**src/rtl/tbase_cmp_pkg.sv**
```systemverilog
package tbase_cmp_pkg;
  localparam int TB_W   = 64;
  localparam int WORD_W = 32;
  localparam int LVL_W  = 8;
  localparam int NCH    = 2;
  localparam int AW     = 3;

  localparam logic [AW-1:0] A_CTRL = 3'd0;
  localparam logic [AW-1:0] A_TBLO = 3'd1;
  localparam logic [AW-1:0] A_TBHI = 3'd2;
  localparam logic [AW-1:0] A_REFA = 3'd3;
  localparam logic [AW-1:0] A_REFB = 3'd4;

  localparam int B_RUN  = 0;
  localparam int B_FRZ  = 1;
  localparam int B_IEN  = 2;
  localparam int B_FLAG = 6;
  localparam int B_LVL  = 8;

  localparam logic [LVL_W-1:0] LVL_RST = 8'h80;

  typedef struct packed {
    logic             run;
    logic             frz_en;
    logic [NCH-1:0]   ien;
    logic [LVL_W-1:0] level;
  } ctrl_t;
endpackage

```
**src/rtl/tbc_ctrl.sv**
```systemverilog
module tbc_ctrl
  import tbase_cmp_pkg::*;
(
  input  logic             clk,
  input  logic             rst_n,
  input  logic             we,
  input  logic             run_d,
  input  logic             frz_d,
  input  logic [NCH-1:0]   ien_d,
  input  logic [LVL_W-1:0] lvl_d,
  output ctrl_t            ctrl_q
);
  function automatic int unsigned bitcount(input logic [LVL_W-1:0] v);
    int unsigned n;
    n = 0;
    for (int i = 0; i < LVL_W; i++) n += int'(v[i]);
    return n;
  endfunction

  ctrl_t ctrl_n;
  logic  lvl_ok;

  always_comb begin
    lvl_ok = (bitcount(lvl_d) == 1);
    ctrl_n = ctrl_q;
    if (we) begin
      ctrl_n.run    = run_d;
      ctrl_n.frz_en = frz_d;
      ctrl_n.ien    = ien_d;
      if (lvl_ok) ctrl_n.level = lvl_d;
    end
  end

  always_ff @(posedge clk or negedge rst_n) begin
    if (!rst_n) begin
      ctrl_q.run    <= 1'b0;
      ctrl_q.frz_en <= 1'b0;
      ctrl_q.ien    <= '0;
      ctrl_q.level  <= LVL_RST;
    end else if (we) begin
      ctrl_q <= ctrl_n;
    end
  end

  AST_LEVEL_ONEHOT: assert property (@(posedge clk) disable iff (!rst_n)
    $countones(ctrl_q.level) == 1);
  AST_BAD_LEVEL_KEPT: assert property (@(posedge clk) disable iff (!rst_n)
    (we && $countones(lvl_d) != 1) |=> $stable(ctrl_q.level));
endmodule

```
**src/rtl/tbc_counter.sv**
```systemverilog
module tbc_counter #(
  parameter int W = 64
) (
  input  logic         clk,
  input  logic         rst_n,
  input  logic         step,
  input  logic         ld_lo,
  input  logic         ld_hi,
  input  logic [W/2-1:0] ld_val,
  output logic [W-1:0] count_q
);
  localparam int HW = W / 2;

  logic [W-1:0] count_n;
  logic         cnt_ce;

  always_comb begin
    count_n = count_q;
    if (ld_lo || ld_hi) begin
      if (ld_lo) count_n[HW-1:0] = ld_val;
      if (ld_hi) count_n[W-1:HW] = ld_val;
    end else if (step) begin
      count_n = count_q + 1'b1;
    end
    cnt_ce = ld_lo | ld_hi | step;
  end

  always_ff @(posedge clk or negedge rst_n) begin
    if (!rst_n)      count_q <= '0;
    else if (cnt_ce) count_q <= count_n;
  end

  AST_LOAD_WINS: assert property (@(posedge clk) disable iff (!rst_n)
    ld_lo |=> count_q[HW-1:0] == $past(ld_val));
  AST_CARRY_UP: assert property (@(posedge clk) disable iff (!rst_n)
    (step && !ld_lo && !ld_hi && &count_q[HW-1:0]) |=>
      count_q[W-1:HW] == $past(count_q[W-1:HW]) + 1'b1);
endmodule

```
**src/rtl/tbc_chan.sv**
```systemverilog
module tbc_chan #(
  parameter int DW = 32
) (
  input  logic          clk,
  input  logic          rst_n,
  input  logic          ref_we,
  input  logic [DW-1:0] ref_wdata,
  input  logic [DW-1:0] cur_word,
  input  logic          clr,
  output logic [DW-1:0] ref_q,
  output logic          flag_q
);
  logic hit;
  logic flag_n;

  always_comb begin
    hit    = (cur_word == ref_q);
    flag_n = hit | (flag_q & ~clr);
  end

  always_ff @(posedge clk or negedge rst_n) begin
    if (!rst_n) begin
      ref_q  <= '1;
      flag_q <= 1'b0;
    end else begin
      if (ref_we) ref_q <= ref_wdata;
      flag_q <= flag_n;
    end
  end

  AST_FLAG_ON_HIT: assert property (@(posedge clk) disable iff (!rst_n)
    (cur_word == ref_q) |=> flag_q);
  AST_FLAG_STICKY: assert property (@(posedge clk) disable iff (!rst_n)
    (flag_q && !clr) |=> flag_q);
  AST_CLR_NO_HIT: assert property (@(posedge clk) disable iff (!rst_n)
    (clr && cur_word != ref_q) |=> !flag_q);
endmodule

```
**src/rtl/tbase_cmp_unit.sv**
```systemverilog
module tbase_cmp_unit
  import tbase_cmp_pkg::*;
(
  input  logic              clk,
  input  logic              rst_n,
  input  logic              reg_we,
  input  logic [AW-1:0]     reg_addr,
  input  logic [WORD_W-1:0] reg_wdata,
  output logic [WORD_W-1:0] reg_rdata,
  input  logic              tick,
  input  logic              freeze,
  output logic [LVL_W-1:0]  irq_level
);
  localparam int HW = TB_W / 2;

  logic [1:0] rsync_q;
  logic       rst_sn;

  always_ff @(posedge clk or negedge rst_n) begin
    if (!rst_n) rsync_q <= 2'b00;
    else        rsync_q <= {rsync_q[0], 1'b1};
  end
  assign rst_sn = rsync_q[1];

  ctrl_t             ctrl_q;
  logic [TB_W-1:0]   tb_q;
  logic [WORD_W-1:0] ref_q  [NCH];
  logic [NCH-1:0]    flag_q;
  logic              we_ctrl, we_lo, we_hi;
  logic [NCH-1:0]    we_ref;
  logic              halted, step;
  logic              irq_any;

  always_comb begin
    we_ctrl = reg_we && (reg_addr == A_CTRL);
    we_lo   = reg_we && (reg_addr == A_TBLO);
    we_hi   = reg_we && (reg_addr == A_TBHI);
    we_ref  = {reg_we && (reg_addr == A_REFB), reg_we && (reg_addr == A_REFA)};
    halted  = ctrl_q.frz_en & freeze;
    step    = tick & ctrl_q.run & ~halted;
  end

  tbc_ctrl u_ctrl (
    .clk    (clk),
    .rst_n  (rst_sn),
    .we     (we_ctrl),
    .run_d  (reg_wdata[B_RUN]),
    .frz_d  (reg_wdata[B_FRZ]),
    .ien_d  (reg_wdata[B_IEN +: NCH]),
    .lvl_d  (reg_wdata[B_LVL +: LVL_W]),
    .ctrl_q (ctrl_q)
  );

  tbc_counter #(.W(TB_W)) u_cnt (
    .clk     (clk),
    .rst_n   (rst_sn),
    .step    (step),
    .ld_lo   (we_lo),
    .ld_hi   (we_hi),
    .ld_val  (reg_wdata[HW-1:0]),
    .count_q (tb_q)
  );

  for (genvar c = 0; c < NCH; c++) begin : g_chan
    tbc_chan #(.DW(WORD_W)) u_chan (
      .clk       (clk),
      .rst_n     (rst_sn),
      .ref_we    (we_ref[c]),
      .ref_wdata (reg_wdata),
      .cur_word  (tb_q[HW-1:0]),
      .clr       (we_ctrl & reg_wdata[B_FLAG + c]),
      .ref_q     (ref_q[c]),
      .flag_q    (flag_q[c])
    );
  end

  always_comb begin
    irq_any   = |(flag_q & ctrl_q.ien);
    irq_level = irq_any ? ctrl_q.level : '0;
  end

  always_comb begin
    reg_rdata = '0;
    unique case (reg_addr)
      A_CTRL: begin
        reg_rdata[B_RUN]             = ctrl_q.run;
        reg_rdata[B_FRZ]             = ctrl_q.frz_en;
        reg_rdata[B_IEN +: NCH]      = ctrl_q.ien;
        reg_rdata[B_FLAG +: NCH]     = flag_q;
        reg_rdata[B_LVL +: LVL_W]    = ctrl_q.level;
      end
      A_TBLO:  reg_rdata = tb_q[HW-1:0];
      A_TBHI:  reg_rdata = tb_q[TB_W-1:HW];
      A_REFA:  reg_rdata = ref_q[0];
      A_REFB:  reg_rdata = ref_q[1];
      default: reg_rdata = '0;
    endcase
  end

  AST_FROZEN_HOLD: assert property (@(posedge clk) disable iff (!rst_sn)
    (ctrl_q.frz_en && freeze && !we_lo && !we_hi) |=> $stable(tb_q));
  AST_IDLE_HOLD: assert property (@(posedge clk) disable iff (!rst_sn)
    (!ctrl_q.run && !we_lo && !we_hi) |=> $stable(tb_q));
  AST_ONE_STEP: assert property (@(posedge clk) disable iff (!rst_sn)
    (tick && ctrl_q.run && !(ctrl_q.frz_en && freeze) && !we_lo && !we_hi)
      |=> tb_q == $past(tb_q) + 1'b1);
  AST_RSVD_ZERO: assert property (@(posedge clk) disable iff (!rst_sn)
    (reg_addr == A_CTRL) |-> reg_rdata[5:4] == 2'b00);
  AST_IRQ_ONEHOT: assert property (@(posedge clk) disable iff (!rst_sn)
    $onehot0(irq_level));
  AST_IRQ_NEEDS_FLAG: assert property (@(posedge clk) disable iff (!rst_sn)
    (flag_q == '0) |-> irq_level == '0);
endmodule

```
**config.mk**
```make
export PLATFORM = sky130hd
export DESIGN_NAME = tbase_cmp_unit
export DESIGN_NICKNAME = d
export VERILOG_FILES = /design/src/rtl/tbase_cmp_pkg.sv /design/src/rtl/tbc_ctrl.sv /design/src/rtl/tbc_counter.sv /design/src/rtl/tbc_chan.sv /design/src/rtl/tbase_cmp_unit.sv
export SDC_FILE = /design/constraint.sdc
export NUM_CORES = 1
export LEC_CHECK = 0
export ABC_AREA = 1
export BUFFER_PORTS_ARGS = -buffer_cell sky130_fd_sc_hd__buf_2
export CORE_MARGIN = 2
export CORE_UTILIZATION = 28
export DETAILED_ROUTE_END_ITERATION = 8
export HOLD_SLACK_MARGIN = 0.1
export SYNTH_ARGS = -nofsm -noshare
export SYNTH_HDL_FRONTEND = slang
export SYNTH_SLANG_ARGS = --single-unit
```
**constraint.sdc**
```tcl
create_clock -name clk -period 12.6 [get_ports clk]
set_clock_uncertainty 0.2 [all_clocks]
set_input_delay 2.52 -clock clk [delete_from_list [all_inputs] [get_ports clk]]
set_output_delay 2.52 -clock clk [all_outputs]
set_load 0.1 [all_outputs]
```
; Yosys cells after proc, flatten, opt, wreduce, memory -nomap -nowiden
; Index checks and enable logic that the tools add are counted.
[totals]
regBits = 144
output_inout_bits = 40
word_cells = 64
[classes]
n_addsub = 8
n_eq_ne = 9
n_mux = 9
bitwise = 15
n_reduce_logical = 12
[op_table]
columns = operator, n
row1 = adder 32 x 1 -> 32 bit, 6
row2 = two-way mux 64 bit, 2
row3 = "adder 64 x 1 -> 64 bit, second input constant", 1
row4 = == test 32 bit, 2
row5 = two-way mux 32 bit, 2
row6 = one-hot mux 16 bit (4 select lines), 1
row7 = one-hot mux 10 bit (5 select lines), 1
row8 = "== test 32 x 1 -> 1 bit, second input constant", 1
row9 = one-hot mux 4 bit (5 select lines), 1
row10 = two-way mux 8 bit, 1
row11 = one-hot mux 2 bit (4 select lines), 1
row12 = bitwise AND 1 bit, 7
row13 = "== test 3 x 2 -> 1 bit, second input constant", 2
row14 = AND reduction 3 bit, 2
row15 = logical AND 1 bit, 5
row16 = "!= test 2 x 1 -> 1 bit, second input constant", 2
row17 = OR 1 bit, 4
row18 = "== test 3 x 1 -> 1 bit, second input constant", 1
row19 = "== test 3 bit, second input constant", 1
row20 = logical NOT 3 bit, 1
row21 = NOT 1 bit, 3
row22 = adder 1 x 1 -> 2 bit, 1
row23 = bitwise AND 2 bit, 1
row24 = AND reduction 2 bit, 1
row25 = 3 further kinds, 3

; Depth between registers and ports, before layout
; Gate-level depths: netlist (run 1).
[depth]
ltp_word = 9
ltp_mapped = 14
depth_no_buf = 13

; Hierarchy
; Synthesis (run 1) repeated with hierarchy kept, for this count alone.
[unflattened]
cells_unflattened = 1532
hier_area_um2 = 11090.6
[modules_own_cells]
columns = mod, instances, cells_per_inst, area_per_inst_um2, seq_area_each_um2
row1 = tbc_counter, 1, 802, 5063.6, 1601.5
row2 = tbc_chan, 2, 181, 1851.8, 865.8
row3 = tbase_cmp_unit, 1, 305, 1656.6, 50.0
row4 = tbc_ctrl, 1, 63, 666.9, 301.5

; Worst setup path before layout (run 1)
; Ideal clock, no wire load.
[synth_path]
path_type = input-to-output
from = in reg_addr[0]
to = out reg_rdata[0]
arrival_time_ps = 5116
required_time_ps = 9880
setup_slack_ps = 4764
cell_stages = 4
cell_sequence = nor3_2 -> inv_1 -> clkbuf_1 -> o21ai_0
[synth_between]
elab_chain_cells = 2
word_cells_on_any_way = 6
[synth_rtl]
columns = item, line_no
row1 = "start, declared", tbase_cmp_unit.sv:7  ; input logic [AW-1:0] reg_addr,
row2 = "== test 3 bit, or another cell as far along", tbase_cmp_unit.sv:84  ; unique case (reg_addr)
row3 = one-hot mux 4 bit (5 select lines) (*), tbase_cmp_unit.sv:84
row4 = "end, declared", tbase_cmp_unit.sv:9  ; output logic [WORD_W-1:0] reg_rdata,
; Mark *: on every way between the ends. The rest lies on a longest branch, timed or not.

; Worst setup path after layout (run 1)
[layout_path]
from = in reg_addr[2]
to = out reg_rdata[0]
; The elaborated chain is that of the path after synthesis.

==> results.json, run 1 <==
{
  "run_status": "finished, final reports clean",
  "die_area_sq_um": 36600,
  "synth_sequential_area_ratio": 0.375,
  "drt-total-wl_um": 36000,
  "cp-start-kind": "input pin",
  "cell_with_the_biggest_individual_delay_on_the_critical_path": "sky130_fd_sc_hd__nand3_2",
  "yosys_register_bits": 144,
  "synthSimpleGateAreaFrac": 0.322,
  "maxClockFrequency_ghz": 0.135,
  "iter_0_drt_violations": 917,
  "design.core.area_sq_um": 34500,
  "synth-compound-area-share": 0.163,
  "report.final.slew_viol_count": 0,
  "critical_path.max_stage_delay_ns": 0.61,
  "commonest_non_fill_non_tap_cells_in_the_layout": "sky130_fd_sc_hd__nand2_1 (460), sky130_fd_sc_hd__nor2_1 (233), sky130_fd_sc_hd__o21ai_0 (144)",
  "cell_type_contributing_the_most_total_cell_area_after_synthesis": "sky130_fd_sc_hd__dfrtp_1",
  "min_period_over_period": 0.589,
  "grt_setup_unrepaired": "no",
  "synth-adder-area-share": 0.0132,
  "starting_density": 0.285,
  "cts-buffers-inserted": 17,
  "cap_viol_max_count": 0,
  "synthesized_netlist_net_count": 1539,
  "post_synth_inst_count": 1491,
  "yosys_warnings": 0,
  "vias_per_cell": 4.98,
  "tritoncts": "built",
  "final.min_clock_period_ns": 7.42,
  "crit_required_ns": 9.88,
  "max_slew_headroom": 0.241,
  "postSynthAreaPerCell_sq_um": 6.60,
  "hold_viol_final": 0,
  "dp.final_hpwl_um": 26500,
  "total_leakage_power_uw": 0.00519,
  "vdd.ir_drop.worst_mv": 0.116,
  "areaGrowthSynthToFinish_pct": 14.4,
  "power.density_cell_area_nw_per_um2": 217,
  "die_width_um": 191,
  "timing_worst_slew_pin_value_ns": 1.13,
  "clkTransAtPathRegs_ns": 0.06,
  "min_path_type": "flop to asynchronous set/reset pin",
  "cts_setup_buffers": 0,
  "first_global_vias": 9360,
  "main_combinational_cell_family_by_area_after_synthesis": "simple AND/OR/NAND/NOR gates",
  "synth_top_cells_by_area": "sky130_fd_sc_hd__dfrtp_1 (20%), sky130_fd_sc_hd__nand2_1 (18%), sky130_fd_sc_hd__dfstp_2 (17%)",
  "place.gp.congestion": 0.943,
  "timing.setup.critical_path_class": "input pin to primary output",
  "yosys-mux-area-fraction": 0,
  "post_synth_xor_area_fraction": 0.0436,
  "fin_util": 0.326,
  "grt_antenna_before_repair": 0,
  "drive_above_1_share": 0.141,
  "layout.filler_cells": 3812,
  "total_number_of_placement_rows": 68,
  "proportion_of_netlist_area_held_by_the_largest_area_contributor": 0.201,
  "io-pin-count": 80,
  "n_antenna_cell": 0,
  "mappedNetlistArea_sq_um": 9840,
  "clock_sinks": 144,
  "crit_fanout": 25,
  "design.final.nets": 1583,
  "cts.path.max_buffers": 2,
  "fp.dieH_um": 191,
  "grt_overflow_total": 0,
  "global_route.usage.total": 0.202,
  "clock_tree.root_cell": "sky130_fd_sc_hd__clkbuf_16",
  "final_common_cell": "sky130_fd_sc_hd__nand2_1",
  "detail_route_antenna_nets": 0,
  "drcViolationCount": 0,
  "clk-insertion-delay-late_ns": 0.45,
  "total_power_uw": 2450,
  "grt_max_degree": 73,
  "cp-end-kind": "primary output",
  "routed_wire_length_per_instance_um": 18.0,
  "finalNonFillerCells": 2003,
  "first_pass_grt_wire_length_um": 55800,
  "numPlacedInstances": 1971,
  "first_pass_iters": 5,
  "cts.repair.resized": 0,
  "place.port_buffers": 79,
  "timing.critical_path.cells": "buf_2, inv_2, nand3_2, inv_2, a221oi_1, o21ai_0, buf_2",
  "routed-via-count": 9983,
  "totalNegativeSetupSlack_ns": 0,
  "timing.final.setup_violations": 0,
  "critical_path_arrival_ns": 4.70,
  "cts_hold_fix_bufs": 0,
  "cts_max_level": 4,
  "synth.distinct_cells": 42
}
[power breakdown]
group	leakage, uW	total (uW)	internal, uW	switching, uW
sequential	0.00158	873	643	230
clock	0.000301	561	342	219
combinational	0.00331	1010	304	709
total	0.00519	2450	1290	1160
[through the flow]
stage	worst slack, ns	hold slack [ns]	instance area, sq um
after global placement	5.20	0.131	10600
after global routing	5.10	0.156	11300
after CTS	5.18	0.140	11300
after floorplan	4.76	0.131	9840
after detailed placement	5.19	0.133	10600
final	5.18	0.123	11300
[registers in the layout, indices dropped and copies added (netlist names)]
name / cells
g_chan.u_chan.flag_q: 2
u_cnt.count_q: 64
u_ctrl.ctrl_q: 12
g_chan.u_chan.ref_q: 64
rsync_q: 2
[per-layer routing]
| layer | share of wire | track usage |
|---|---|---|
| met4 | 0.015 | 0.0488 |
| met2 | 0.45 | 0.309 |
| met1 | 0.47 | 0.290 |
| met3 | 0.071 | 0.0384 |
| met5 | 0 | 0 |
[synthesized netlist by cell type]
master	n
sky130_fd_sc_hd__nand2_1	462
sky130_fd_sc_hd__nor2_1	233
sky130_fd_sc_hd__o21ai_0	144
sky130_fd_sc_hd__inv_1	134
sky130_fd_sc_hd__dfrtp_1	79
sky130_fd_sc_hd__a21oi_1	74
sky130_fd_sc_hd__dfstp_2	65
sky130_fd_sc_hd__nand3_1	49
sky130_fd_sc_hd__clkbuf_1	34
sky130_fd_sc_hd__buf_2	27
sky130_fd_sc_hd__xor2_1	26
sky130_fd_sc_hd__xnor2_1	23
sky130_fd_sc_hd__o21ai_1	19
sky130_fd_sc_hd__o2111ai_1	18
sky130_fd_sc_hd__nor3_1	17
sky130_fd_sc_hd__a221oi_1	12
sky130_fd_sc_hd__or2_2	12
sky130_fd_sc_hd__nand4_1	7
sky130_fd_sc_hd__a22oi_1	5
sky130_fd_sc_hd__inv_2	5
sky130_fd_sc_hd__a31oi_1	4
sky130_fd_sc_hd__fa_1	4
sky130_fd_sc_hd__ha_1	4
sky130_fd_sc_hd__nor2_2	4
sky130_fd_sc_hd__o21bai_1	4
sky130_fd_sc_hd__o22ai_1	4
sky130_fd_sc_hd__nand3b_1	3
sky130_fd_sc_hd__buf_1	2
sky130_fd_sc_hd__clkbuf_2	2
sky130_fd_sc_hd__nor3_2	2
sky130_fd_sc_hd__nor4_1	2
sky130_fd_sc_hd__a211o_1	1
sky130_fd_sc_hd__a22o_1	1
sky130_fd_sc_hd__and2_0	1
sky130_fd_sc_hd__buf_4	1
sky130_fd_sc_hd__conb_1	1
sky130_fd_sc_hd__nand2_2	1
sky130_fd_sc_hd__nand3_2	1
sky130_fd_sc_hd__nor2_4	1
sky130_fd_sc_hd__o211ai_1	1
sky130_fd_sc_hd__o21a_1	1
sky130_fd_sc_hd__o21ai_2	1
[cell families (layout without fill, tap and decap cells)]
family	count (synthesis)	count (layout)
AOI/OAI and AO/OA	289	289
and+or+nand+nor	795	795
other	1	1
xor gates and xnor gates	49	49
adders and majority gates	8	8
DFF	144	144
buffers and inverters	205	262
[final timing paths]
| kind | from | endpoint | slack (ns) | cells after the start |
|---|---|---|---|---|
| min in group clk | rsync_q[0]$_DFF_PN0_ | rsync_q[1]$_DFF_PN0_ | 0.15 | 0 |
| max | reg_addr[2] | reg_rdata[0] | 5.18 | 7 |
| min reg2reg | rsync_q[1]$_DFF_PN0_ | u_cnt.count_q[57]$_DFFE_PN0P_ | 0.12 | 0 |
| max in group asynchronous | rsync_q[1]$_DFF_PN0_ | u_ctrl.ctrl_q[8]$_DFFE_PN0P_ | 10.26 | 2 |
| max reg2reg | u_cnt.count_q[0]$_DFFE_PN0P_ | u_cnt.count_q[46]$_DFFE_PN0P_ | 9.66 | 11 |
| min | rsync_q[1]$_DFF_PN0_ | u_cnt.count_q[57]$_DFFE_PN0P_ | 0.12 | 0 |
[cell type report]
cell class	instances	area, sq um	share of cell area
Multi-Input combinational cell	1142	5350	0.475
Sequential cell	144	3690	0.328
Tap cell	455	569	0.0506
Inverter	139	522	0.0463
Timing Repair Buffer	91	485	0.0431
Clock buffer	19	453	0.0402
Clock inverter	13	186	0.0166
[worst max-delay path, delay by kind of cell]
| family | cells | cell delay (ns) |
|---|---|---|
| buf+inv | 4 | 1.16 |
| simple gates | 1 | 0.61 |
| compound gates | 2 | 0.40 |
Power figures use the tool's default switching activity.
==> run 2, diff against run 1 <==
==> constraint.sdc (replaced) <==
create_clock -name clk -period 6.12 [get_ports clk]
set_clock_uncertainty 0.2 [all_clocks]
set_input_delay 1.224 -clock clk [delete_from_list [all_inputs] [get_ports clk]]
set_output_delay 1.224 -clock clk [all_outputs]
set_load 0.1 [all_outputs]
==> run 2 against run 1 <==
Against the previous run: hold slack better by 0.027 ns; critical path depth increased by 1; highest routed layer unchanged; register-to-register slack worse by 6.4 ns; count of clock-buffer cells in the layout is 4 higher; largest power group unchanged; sequential power rose by 110%; total power increased by 100%; critical endpoint is now reg_rdata[8]; wire length rose by 1.1%; first-iteration DRC count rose by 7.7%; via count is 0.85% higher; global-route usage rose by 0.25 points; setup slack worse by 3.8 ns; clock power up 78%.
==> results.json, run 2 (synthesized netlist as in run 1, its figures left out) <==
{
  "clock_sinks": 144,
  "global_route.usage.total": 0.204,
  "die_width_um": 191,
  "first_pass_grt_wire_length_um": 56800,
  "critical_path.n_buffers_inverters": 5,
  "clkTransAtPathRegs_ns": 0.05,
  "rr_endpoint": "u_cnt.count_q[46]$_DFFE_PN0P_",
  "min_period_over_period": 0.777,
  "grt_setup_unrepaired": "no",
  "timing_worst_slew_pin_value_ns": 1.02,
  "timing.setup.critical_path_class": "input pin to primary output",
  "design.final.nets": 1588,
  "clock_tree.root_cell": "sky130_fd_sc_hd__clkbuf_16",
  "io-pin-count": 80,
  "first_pass_iters": 6,
  "fp.dieH_um": 191,
  "place_worst_setup_slack_ns": 1.38,
  "grt_antenna_before_repair": 0,
  "vias_per_cell": 5.01,
  "layout.filler_cells": 3907,
  "cts.path.max_buffers": 2,
  "drt-total-wl_um": 36400,
  "timing.final.setup_violations": 0,
  "final_common_cell": "sky130_fd_sc_hd__nand2_1",
  "fin_util": 0.325,
  "final.min_clock_period_ns": 4.76,
  "drive_above_1_share": 0.141,
  "clk-insertion-delay-late_ns": 0.44,
  "final_hold_slack_ns": 0.150,
  "post-route-worst-setup-slack_ns": 1.36,
  "drcViolationCount": 0,
  "path_common_cell": "sky130_fd_sc_hd__buf_2",
  "cts-buffers-inserted": 17,
  "place.port_buffers": 79,
  "crit_family": "buffers and inverters",
  "n_antenna_cell": 0,
  "hold_viol_final": 0,
  "largest_registers": "g_chan.u_chan.ref_q: 64 flops, u_cnt.count_q: 64 flops, u_ctrl.ctrl_q: 12 flops",
  "detail_route_antenna_nets": 0,
  "power.density_cell_area_nw_per_um2": 437,
  "number_of_instances_on_the_worst_hold_path": 0,
  "multi_input_gate_area_sq_um": 5350,
  "vdd.ir_drop.worst_mv": 0.209,
  "ff2ff_setup_slack_ns": 3.28,
  "place.gp.congestion": 0.954,
  "critical_path_arrival_ns": 3.33,
  "cts_setup_buffers": 0,
  "crit_fanout": 18,
  "cp-start-kind": "input pin",
  "min_delay_worst_endpoint": "rsync_q[1]$_DFF_PN0_",
  "max_slew_headroom": 0.320,
  "routed_wire_length_per_instance_um": 18.1,
  "totalNegativeSetupSlack_ns": 0,
  "dp.final_hpwl_um": 27300,
  "grt_max_degree": 77,
  "run_status": "finished, final reports clean",
  "timing.critical_path.cells": "buf_2, inv_2, nand3_1, inv_1, buf_4, a221oi_1, o21ai_0, buf_2",
  "cp-end-kind": "primary output",
  "timing.hold.worst.start": "rsync_q[0]$_DFF_PN0_",
  "register_area_sq_um": 3690,
  "iter_0_drt_violations": 988,
  "starting_density": 0.285,
  "design.core.area_sq_um": 34500,
  "ff2ff_path_depth": 11,
  "commonest_non_fill_non_tap_cells_in_the_layout": "sky130_fd_sc_hd__nand2_1 (460), sky130_fd_sc_hd__nor2_1 (233), sky130_fd_sc_hd__o21ai_0 (144)",
  "routed-via-count": 10068,
  "areaGrowthSynthToFinish_pct": 14.0,
  "grt_overflow_total": 0,
  "critical_path.max_stage_delay_ns": 0.64,
  "die_area_sq_um": 36600,
  "cell_with_the_biggest_individual_delay_on_the_critical_path": "sky130_fd_sc_hd__inv_1",
  "tritoncts": "built",
  "cap_viol_max_count": 0,
  "first_global_vias": 9734,
  "total_leakage_power_uw": 0.00518,
  "maxClockFrequency_ghz": 0.210,
  "min_path_type": "flop to flop",
  "crit_required_ns": 4.70,
  "reg2reg_launch_point": "u_cnt.count_q[0]$_DFFE_PN0P_",
  "total_number_of_placement_rows": 68,
  "report.final.slew_viol_count": 0,
  "cts_max_level": 4
}
run 2: routing by layer:
metal  track usage  share of wire  routed length, um  vias up
li1              -              -                  -     4874
met1         0.281           0.46              16800     4826
met2         0.341           0.47              17200      324
met3        0.0255          0.054               1980       44
met4        0.0453          0.013                464        0
met5             0              0                  0        -
run 2: layout make-up:
class	count	area share
clock buffer	23	0.0417
timing repair buffer	96	0.0469
multi-input combinational	1142	0.477
clock inverter	9	0.00759
inverter	139	0.0465
tap	455	0.0508
sequential	144	0.329
run 2: worst max path at each step:
| stage | start | end | cells past startpoint |
|---|---|---|---|
| 2_1_floorplan | reg_addr[0] | reg_rdata[0] | 4 |
| 3_5_place_dp | reg_addr[2] | reg_rdata[8] | 8 |
| 3_3_place_gp | reg_addr[2] | reg_rdata[15] | 8 |
| 4_1_cts | reg_addr[2] | reg_rdata[8] | 8 |
| 6_report | reg_addr[2] | reg_rdata[8] | 8 |
| 5_1_grt | reg_addr[2] | reg_rdata[10] | 8 |
run 2: where the power goes:
| group | internal (uW) | switching (uW) |
|---|---|---|
| clock network | 580 | 424 |
| registers | 1320 | 478 |
| logic | 628 | 1460 |
| total | 2530 | 2360 |
run 2: per-stage QoR:
step | instance area [sq um] | cells | total power (uW)
after floorplan | 9840 | 1491 | 3280
after global placement | 10600 | 1975 | 3840
after detailed placement | 10600 | 1975 | 3870
after CTS | 11200 | 2008 | 4900
after global routing | 11200 | 2008 | 5250
final | 11200 | 2008 | 4900
run 2: repair_timing:
item                      in CTS  in global routing
gates resized for setup        0                  0
hold endpoints to repair       8                  0
hold buffers                   1                  0
